File: src/rtl/tcap_pkg.sv
package tcap_pkg;
  typedef enum logic [1:0] {
    TM_FLOW   = 2'b00,
    TM_LOOP   = 2'b01,
    TM_DETAIL = 2'b10,
    TM_PC     = 2'b11
  } tmode_e;

  localparam int TSRC_BIT  = 6;
  localparam int MODE_LSB  = 2;
  localparam int ALIGN_BIT = 0;
  localparam int REG_W     = 8;

  typedef struct packed {
    logic   tsrc;
    tmode_e mode;
    logic   align;
  } tcfg_t;
endpackage

File: src/rtl/tcap_cfg_reg.sv
module tcap_cfg_reg
  import tcap_pkg::*;
(
  input  logic             clk,
  input  logic             rst_n,
  input  logic             wr,
  input  logic [REG_W-1:0] wdata,
  input  logic             secure,
  input  logic             armed,
  output tcfg_t            cfg,
  output logic [REG_W-1:0] rdata
);
  tcfg_t cfg_q, cfg_d;
  logic  unused_wbits;

  assign unused_wbits = ^{wdata[7], wdata[5:4], wdata[1]};

  always_comb begin
    cfg_d = cfg_q;
    if (wr) begin
      if (!secure && !armed) cfg_d.tsrc = wdata[TSRC_BIT];
      if (!armed) begin
        cfg_d.mode  = tmode_e'(wdata[MODE_LSB +: 2]);
        cfg_d.align = wdata[ALIGN_BIT];
      end
    end
  end

  always_ff @(posedge clk or negedge rst_n) begin
    if (!rst_n) cfg_q <= '0;
    else if (wr) cfg_q <= cfg_d;
  end

  always_comb begin
    rdata                  = '0;
    rdata[TSRC_BIT]        = cfg_q.tsrc;
    rdata[MODE_LSB +: 2]   = cfg_q.mode;
    rdata[ALIGN_BIT]       = cfg_q.align;
  end

  assign cfg = cfg_q;
endmodule

File: src/rtl/tcap_filter.sv
module tcap_filter
  import tcap_pkg::*;
#(
  parameter int WORD_W = 16,
  localparam int ENT_W = 2 + 2 * WORD_W
) (
  input  logic              clk,
  input  logic              rst_n,
  input  logic              clear,
  input  logic              cap_en,
  input  tmode_e            mode,
  input  logic              ev_valid,
  input  logic              ev_cof,
  input  logic              ev_mem,
  input  logic [WORD_W-1:0] ev_addr,
  input  logic [WORD_W-1:0] ev_data,
  input  logic [WORD_W-1:0] ev_pc,
  output logic              store,
  output logic [ENT_W-1:0]  entry
);
  logic [WORD_W-1:0] last_q, last_d;
  logic              lvld_q, lvld_d;
  logic              hit;
  logic [WORD_W-1:0] fa, fb;

  always_comb begin
    hit = 1'b0;
    fa  = ev_addr;
    fb  = ev_pc;
    unique case (mode)
      TM_FLOW:   hit = ev_valid && ev_cof;
      TM_LOOP:   hit = ev_valid && ev_cof && (!lvld_q || (ev_addr != last_q));
      TM_DETAIL: begin
        hit = ev_valid && ev_mem;
        fb  = ev_data;
      end
      TM_PC: begin
        hit = ev_valid;
        fa  = ev_pc;
        fb  = '0;
      end
      default: hit = 1'b0;
    endcase
  end

  assign store = cap_en && hit;
  assign entry = {mode, fa, fb};

  always_comb begin
    last_d = last_q;
    lvld_d = lvld_q;
    if (clear) begin
      lvld_d = 1'b0;
    end else if (store) begin
      lvld_d = 1'b1;
      last_d = fa;
    end
  end

  always_ff @(posedge clk or negedge rst_n) begin
    if (!rst_n) begin
      last_q <= '0;
      lvld_q <= 1'b0;
    end else if (clear || store) begin
      last_q <= last_d;
      lvld_q <= lvld_d;
    end
  end
endmodule

File: src/rtl/tcap_buffer.sv
module tcap_buffer #(
  parameter int ENT_W = 34,
  parameter int DL2   = 6,
  localparam int DEPTH = 1 << DL2
) (
  input  logic             clk,
  input  logic             rst_n,
  input  logic             clear,
  input  logic             we,
  input  logic [ENT_W-1:0] wdata,
  input  logic [DL2-1:0]   rd_idx,
  output logic [ENT_W-1:0] rd_data,
  output logic [DL2:0]     count,
  output logic             fill_done
);
  localparam logic [DL2:0]   FULL_CNT = (DL2 + 1)'(DEPTH);
  localparam logic [DL2-1:0] PTR_MAX  = '1;

  logic [ENT_W-1:0] mem [DEPTH];
  logic [DL2-1:0]   wptr_q, wptr_d;
  logic             wrap_q, wrap_d;
  logic [DL2-1:0]   phys;

  always_comb begin
    wptr_d = wptr_q;
    wrap_d = wrap_q;
    if (clear) begin
      wptr_d = '0;
      wrap_d = 1'b0;
    end else if (we) begin
      wptr_d = wptr_q + 1'b1;
      if (wptr_q == PTR_MAX) wrap_d = 1'b1;
    end
  end

  always_ff @(posedge clk or negedge rst_n) begin
    if (!rst_n) begin
      wptr_q <= '0;
      wrap_q <= 1'b0;
    end else if (clear || we) begin
      wptr_q <= wptr_d;
      wrap_q <= wrap_d;
    end
  end

  always_ff @(posedge clk) begin
    if (we && !clear) mem[wptr_q] <= wdata;
  end

  assign fill_done = we && !clear && (wptr_q == PTR_MAX);
  assign phys      = wrap_q ? (wptr_q + rd_idx) : rd_idx;
  assign rd_data   = mem[phys];
  assign count     = wrap_q ? FULL_CNT : {1'b0, wptr_q};
endmodule

File: src/rtl/tcap_top.sv
module tcap_top
  import tcap_pkg::*;
#(
  parameter int WORD_W = 16,
  parameter int DL2    = 6,
  localparam int ENT_W = 2 + 2 * WORD_W
) (
  input  logic              clk,
  input  logic              rst_n,
  input  logic              reg_wr,
  input  logic [7:0]        reg_wdata,
  output logic [7:0]        reg_rdata,
  input  logic              secure,
  input  logic              arm_req,
  input  logic              trig,
  input  logic              ev_valid,
  input  logic              ev_cof,
  input  logic              ev_mem,
  input  logic [WORD_W-1:0] ev_addr,
  input  logic [WORD_W-1:0] ev_data,
  input  logic [WORD_W-1:0] ev_pc,
  output logic              armed,
  input  logic [DL2-1:0]    buf_rd_idx,
  output logic [ENT_W-1:0]  buf_rd_data,
  output logic              buf_rd_ok,
  output logic [DL2:0]      buf_count
);
  tcfg_t            cfg;
  logic             armed_q, armed_d;
  logic             started_q, started_d;
  logic             clear, cap_en, store, fill_done;
  logic [ENT_W-1:0] entry, raw_rd;

  tcap_cfg_reg u_cfg (
    .clk    (clk),
    .rst_n  (rst_n),
    .wr     (reg_wr),
    .wdata  (reg_wdata),
    .secure (secure),
    .armed  (armed_q),
    .cfg    (cfg),
    .rdata  (reg_rdata)
  );

  assign clear  = !armed_q && arm_req;
  assign cap_en = armed_q && cfg.tsrc && !secure &&
                  (cfg.align ? (started_q || trig) : !trig);

  tcap_filter #(.WORD_W(WORD_W)) u_filt (
    .clk      (clk),
    .rst_n    (rst_n),
    .clear    (clear),
    .cap_en   (cap_en),
    .mode     (cfg.mode),
    .ev_valid (ev_valid),
    .ev_cof   (ev_cof),
    .ev_mem   (ev_mem),
    .ev_addr  (ev_addr),
    .ev_data  (ev_data),
    .ev_pc    (ev_pc),
    .store    (store),
    .entry    (entry)
  );

  tcap_buffer #(.ENT_W(ENT_W), .DL2(DL2)) u_buf (
    .clk       (clk),
    .rst_n     (rst_n),
    .clear     (clear),
    .we        (store),
    .wdata     (entry),
    .rd_idx    (buf_rd_idx),
    .rd_data   (raw_rd),
    .count     (buf_count),
    .fill_done (fill_done)
  );

  always_comb begin
    armed_d   = armed_q;
    started_d = started_q;
    if (!armed_q) begin
      if (arm_req) begin
        armed_d   = 1'b1;
        started_d = 1'b0;
      end
    end else begin
      if (trig) started_d = 1'b1;
      if (trig && (!cfg.align || !cfg.tsrc)) armed_d = 1'b0;
      if (cfg.align && fill_done) armed_d = 1'b0;
    end
  end

  always_ff @(posedge clk or negedge rst_n) begin
    if (!rst_n) begin
      armed_q   <= 1'b0;
      started_q <= 1'b0;
    end else begin
      armed_q   <= armed_d;
      started_q <= started_d;
    end
  end

  assign armed       = armed_q;
  assign buf_rd_ok   = cfg.tsrc && !armed_q;
  assign buf_rd_data = buf_rd_ok ? raw_rd : '0;
endmodule

File: config.mk
export PLATFORM = sky130hd
export DESIGN_NAME = tcap_top
export DESIGN_NICKNAME = d
export VERILOG_FILES = /design/src/rtl/tcap_pkg.sv /design/src/rtl/tcap_cfg_reg.sv /design/src/rtl/tcap_filter.sv /design/src/rtl/tcap_buffer.sv /design/src/rtl/tcap_top.sv
export SDC_FILE = /design/constraint.sdc
export NUM_CORES = 2
export LEC_CHECK = 0
export BUFFER_PORTS_ARGS = -buffer_cell sky130_fd_sc_hd__buf_2
export CAP_MARGIN = 10
export CORE_UTILIZATION = 60
export DETAILED_ROUTE_END_ITERATION = 6
export PLACE_DENSITY = 0.75
export SLEW_MARGIN = 25
export SYNTH_ARGS = -nofsm -noshare
export SYNTH_HDL_FRONTEND = slang
export SYNTH_SLANG_ARGS = --single-unit
File: constraint.sdc
create_clock -name clk -period 5.78 [get_ports clk]
set_clock_uncertainty 0.15 [all_clocks]
set_input_delay 0.578 -clock clk [delete_from_list [all_inputs] [get_ports clk]]
set_output_delay 0.578 -clock clk [all_outputs]
set_load 0.05 [all_outputs]
==> results.toml <==
[finish]
n_fill_cell = 8647
final_cells = 7437
syn_to_final_growth_pct = 13.8
fin_area_sq_mm = 0.0975
n_antenna_cell = 0
layout_common_cells = "edfxtp_1, nand2_1, nand3_1, mux4_2, clkbuf_16"
final_nets = 5451
multi_input_comb_area_sq_mm = 0.0190
drive_gt1_share_pct = 19.2
layout_commonest_cell = "edfxtp_1"
final_util_pct = 68.9
seq_area_sq_mm = 0.0661

[min_path]
hold_class = "input port to flip-flop"
whs_path_depth = 4

[floorplanning]
die_w_um = 380
core-area_sq_mm = 0.142
rows = 138
num_io_pins = 122
dieHeight_um = 380
start_util_pct = 60.5
die-area_sq_mm = 0.144

[timing]
fmax_mhz = 174
final_max_slew_viol_count = 0
rsz0062_at_grt = "true"
slew_headroom_pct = 31.1
finalCriticalPeriod_ns = 5.75
setup-violations-final = 0
tightest_slew_ns = 1.03
fin_hold_ws_ns = 0.0727
final_hold_viol_count = 0
finalCritPeriodShare_pct = 99.5

[drt]
via_per_inst = 6.66
drt_iter0_markers = 7541
wl_per_cell_um = 30.4
drc = 5
vias = 49500
first_pass_iters = 7
wirelength_mm = 226
ant_nets = 0

[global_routing]
antenna_found_initial = 3
grt_pass1_vias = 48400
grt_max_degree = 134
grtUsageTotal_pct = 31.1
grt_pass1_wl_mm = 324
overflow = 0

[placement]
dpl.hpwl_mm = 119
gp_congestion = 0.830
dpl.cell_count = 7031
place_area_sq_mm = 0.0905
io_buffer_count = 113

[clock_tree]
cts_tree = "yes"
path_clk_slew_ns = 0.06
max-clock-path-buffers = 3
root_buffer = "clkbuf_16"
cts_buffers = 206
cts_sinks = 2206
cts-htree-levels = 4
clk_latency_ns = 0.84

[yosys]
yosysWarnings = 0
synthTopCellsByArea = "edfxtp_1, mux4_2, nand2_1, nand3_1, a22oi_1"
synth_edf_count = 2176
ys_ff_latch = 2206
netlist_area_sq_mm = 0.0857
postSynthCellCount = 5110
seq_area_frac_synth_pct = 77.2
synth_top_cell_by_area = "edfxtp_1"
yosys.cell_types.count = 61
synth-main-ff-cell = "edfxtp_1"
avgSynthCellArea_sq_um = 16.8
synth_top_area_share_pct = 76.3
async_flop_share_pct = 1.36

[critical_path]
crit_path_end_kind = "primary output"
critical_path_class = "flip-flop to primary output"
reg2regPathDepth = 8
cp_max_fo = 133
crit_arrival_ns = 5.02
worstPathRequired_ns = 5.05
startpoint_type = "flip-flop"

[pwr]
p_leak_nw = 32.3
finalPower_mw = 38.3
powerDensity_mw_per_mm2 = 393
max-vdd-ir-drop_uv = 720

[outcome]
status = "complete, but fails checks"
violations = "DRC"

[run]
drv_cap = 0
power by group:
| part | switching [mW] | total (mW) | internal [mW] | leakage (nW) |
|---|---|---|---|---|
| sequential | 0.123 | 19.8 | 19.7 | 20.0 |
| clock | 5.74 | 13.4 | 7.62 | 3.24 |
| combinational | 3.98 | 5.14 | 1.16 | 8.99 |
flip-flops by register name, summed over array words and instances, names as in the netlist:
register       flops
armed              1
started_q          1
u_buf.mem       2176
u_buf.wptr_q       6
u_buf.wrap_q       1
u_cfg.cfg          4
u_filt.last_q     16
u_filt.lvld_q      1
critical path, stage by stage, from the launching register on:
cell and delay [ns]:
dfrtp_1 0.55, ha_2 0.29, fa_2 0.74, mux2_8 0.40, buf_12 0.19, buf_16 0.43
mux2i_1 0.29, a32oi_1 0.08, nand4_1 0.10, o21ai_1 0.06, a22oi_1 0.41, nand2_1 0.24
buf_2 0.27
cells in the mapped netlist (2+ instances only):
library cell	n
a211o_1	2
a211oi_2	2
a21o_1	3
a21oi_1	8
a22oi_1	205
a31o_2	3
a32oi_1	68
and3_1	3
buf_1	13
buf_2	169
buf_4	26
buf_6	4
clkbuf_1	102
dfrtp_1	30
edfxtp_1	2176
ha_1	6
inv_1	24
mux2_2	23
mux2i_1	71
mux4_2	273
nand2_1	1097
nand2b_1	2
nand3_1	411
nand3b_1	7
nand4_1	141
nand4b_1	2
nor2_1	79
nor2b_1	10
nor3_1	3
o21ai_0	49
o21ai_1	43
o22ai_1	9
o311a_1	2
xnor2_1	16
xor2_1	2
layout make-up:
cell class                 instances  area share [%]
multi-input combinational       2572            19.5
tap                             1890            2.43
clock inverter                   125            1.17
inverter                          24          0.0924
clock buffer                     257            5.61
timing repair buffer             363            3.38
sequential                      2206            67.8
metal layers:
layer  vias up  track usage [%]  part of all wire, %
li1      20400                -                    -
met1     25000             42.6                   36
met2      3562             48.6                   47
met3       536             8.00                   13
met4         0             12.2                  3.9
met5         -                0                    0
cells by family (layout without fill, tap and decap cells):
group | Yosys count | count (layout) | share of synthesized area (%)
compound gates | 404 | 404 | 3.37
flops | 2206 | 2206 | 77.2
mux | 368 | 371 | 8.33
simple gates | 1766 | 1766 | 8.92
buf+inv | 338 | 769 | 1.88
xor+xnor | 20 | 20 | 0.222
fa+ha+maj | 7 | 7 | 0.111
other cells | 1 | 4 | 0.00438
path summary, 6_finish.rpt:
check                                 startpoint                 to  slack [ns]
worst max-delay path             u_buf.wptr_q[0]    buf_rd_data[24]        0.03
worst min-delay path                  ev_addr[7]   u_filt.last_q[7]        0.07
worst max register to register      u_cfg.cfg[2]   u_buf.mem[5][21]        1.18
worst min register to register  u_filt.last_q[0]   u_filt.last_q[0]        0.38
max in group asynchronous                  rst_n       u_cfg.cfg[1]        4.53
min in group asynchronous                  rst_n  u_filt.last_q[13]        0.27
per-stage QoR:
stage	TNS [ns]	setup WS, ns
floorplan	0	0.561
finish	0	0.0313
global placement	0	0.553
detailed placement	0	0.529
global route	-0.0198	-0.0198
CTS	0	0.0648
timing repair:
action / in CTS / in global routing
buffers inserted: 6 / 0
endpoints found under the hold margin: 38 / 0
setup endpoints to repair: 15 / 4
hold buffers: 9 / 0
cloned: 3 / 0
pin swaps: 0 / 0
gates resized for setup: 4 / 3
No activity file was read; power rests on OpenSTA's default activity.
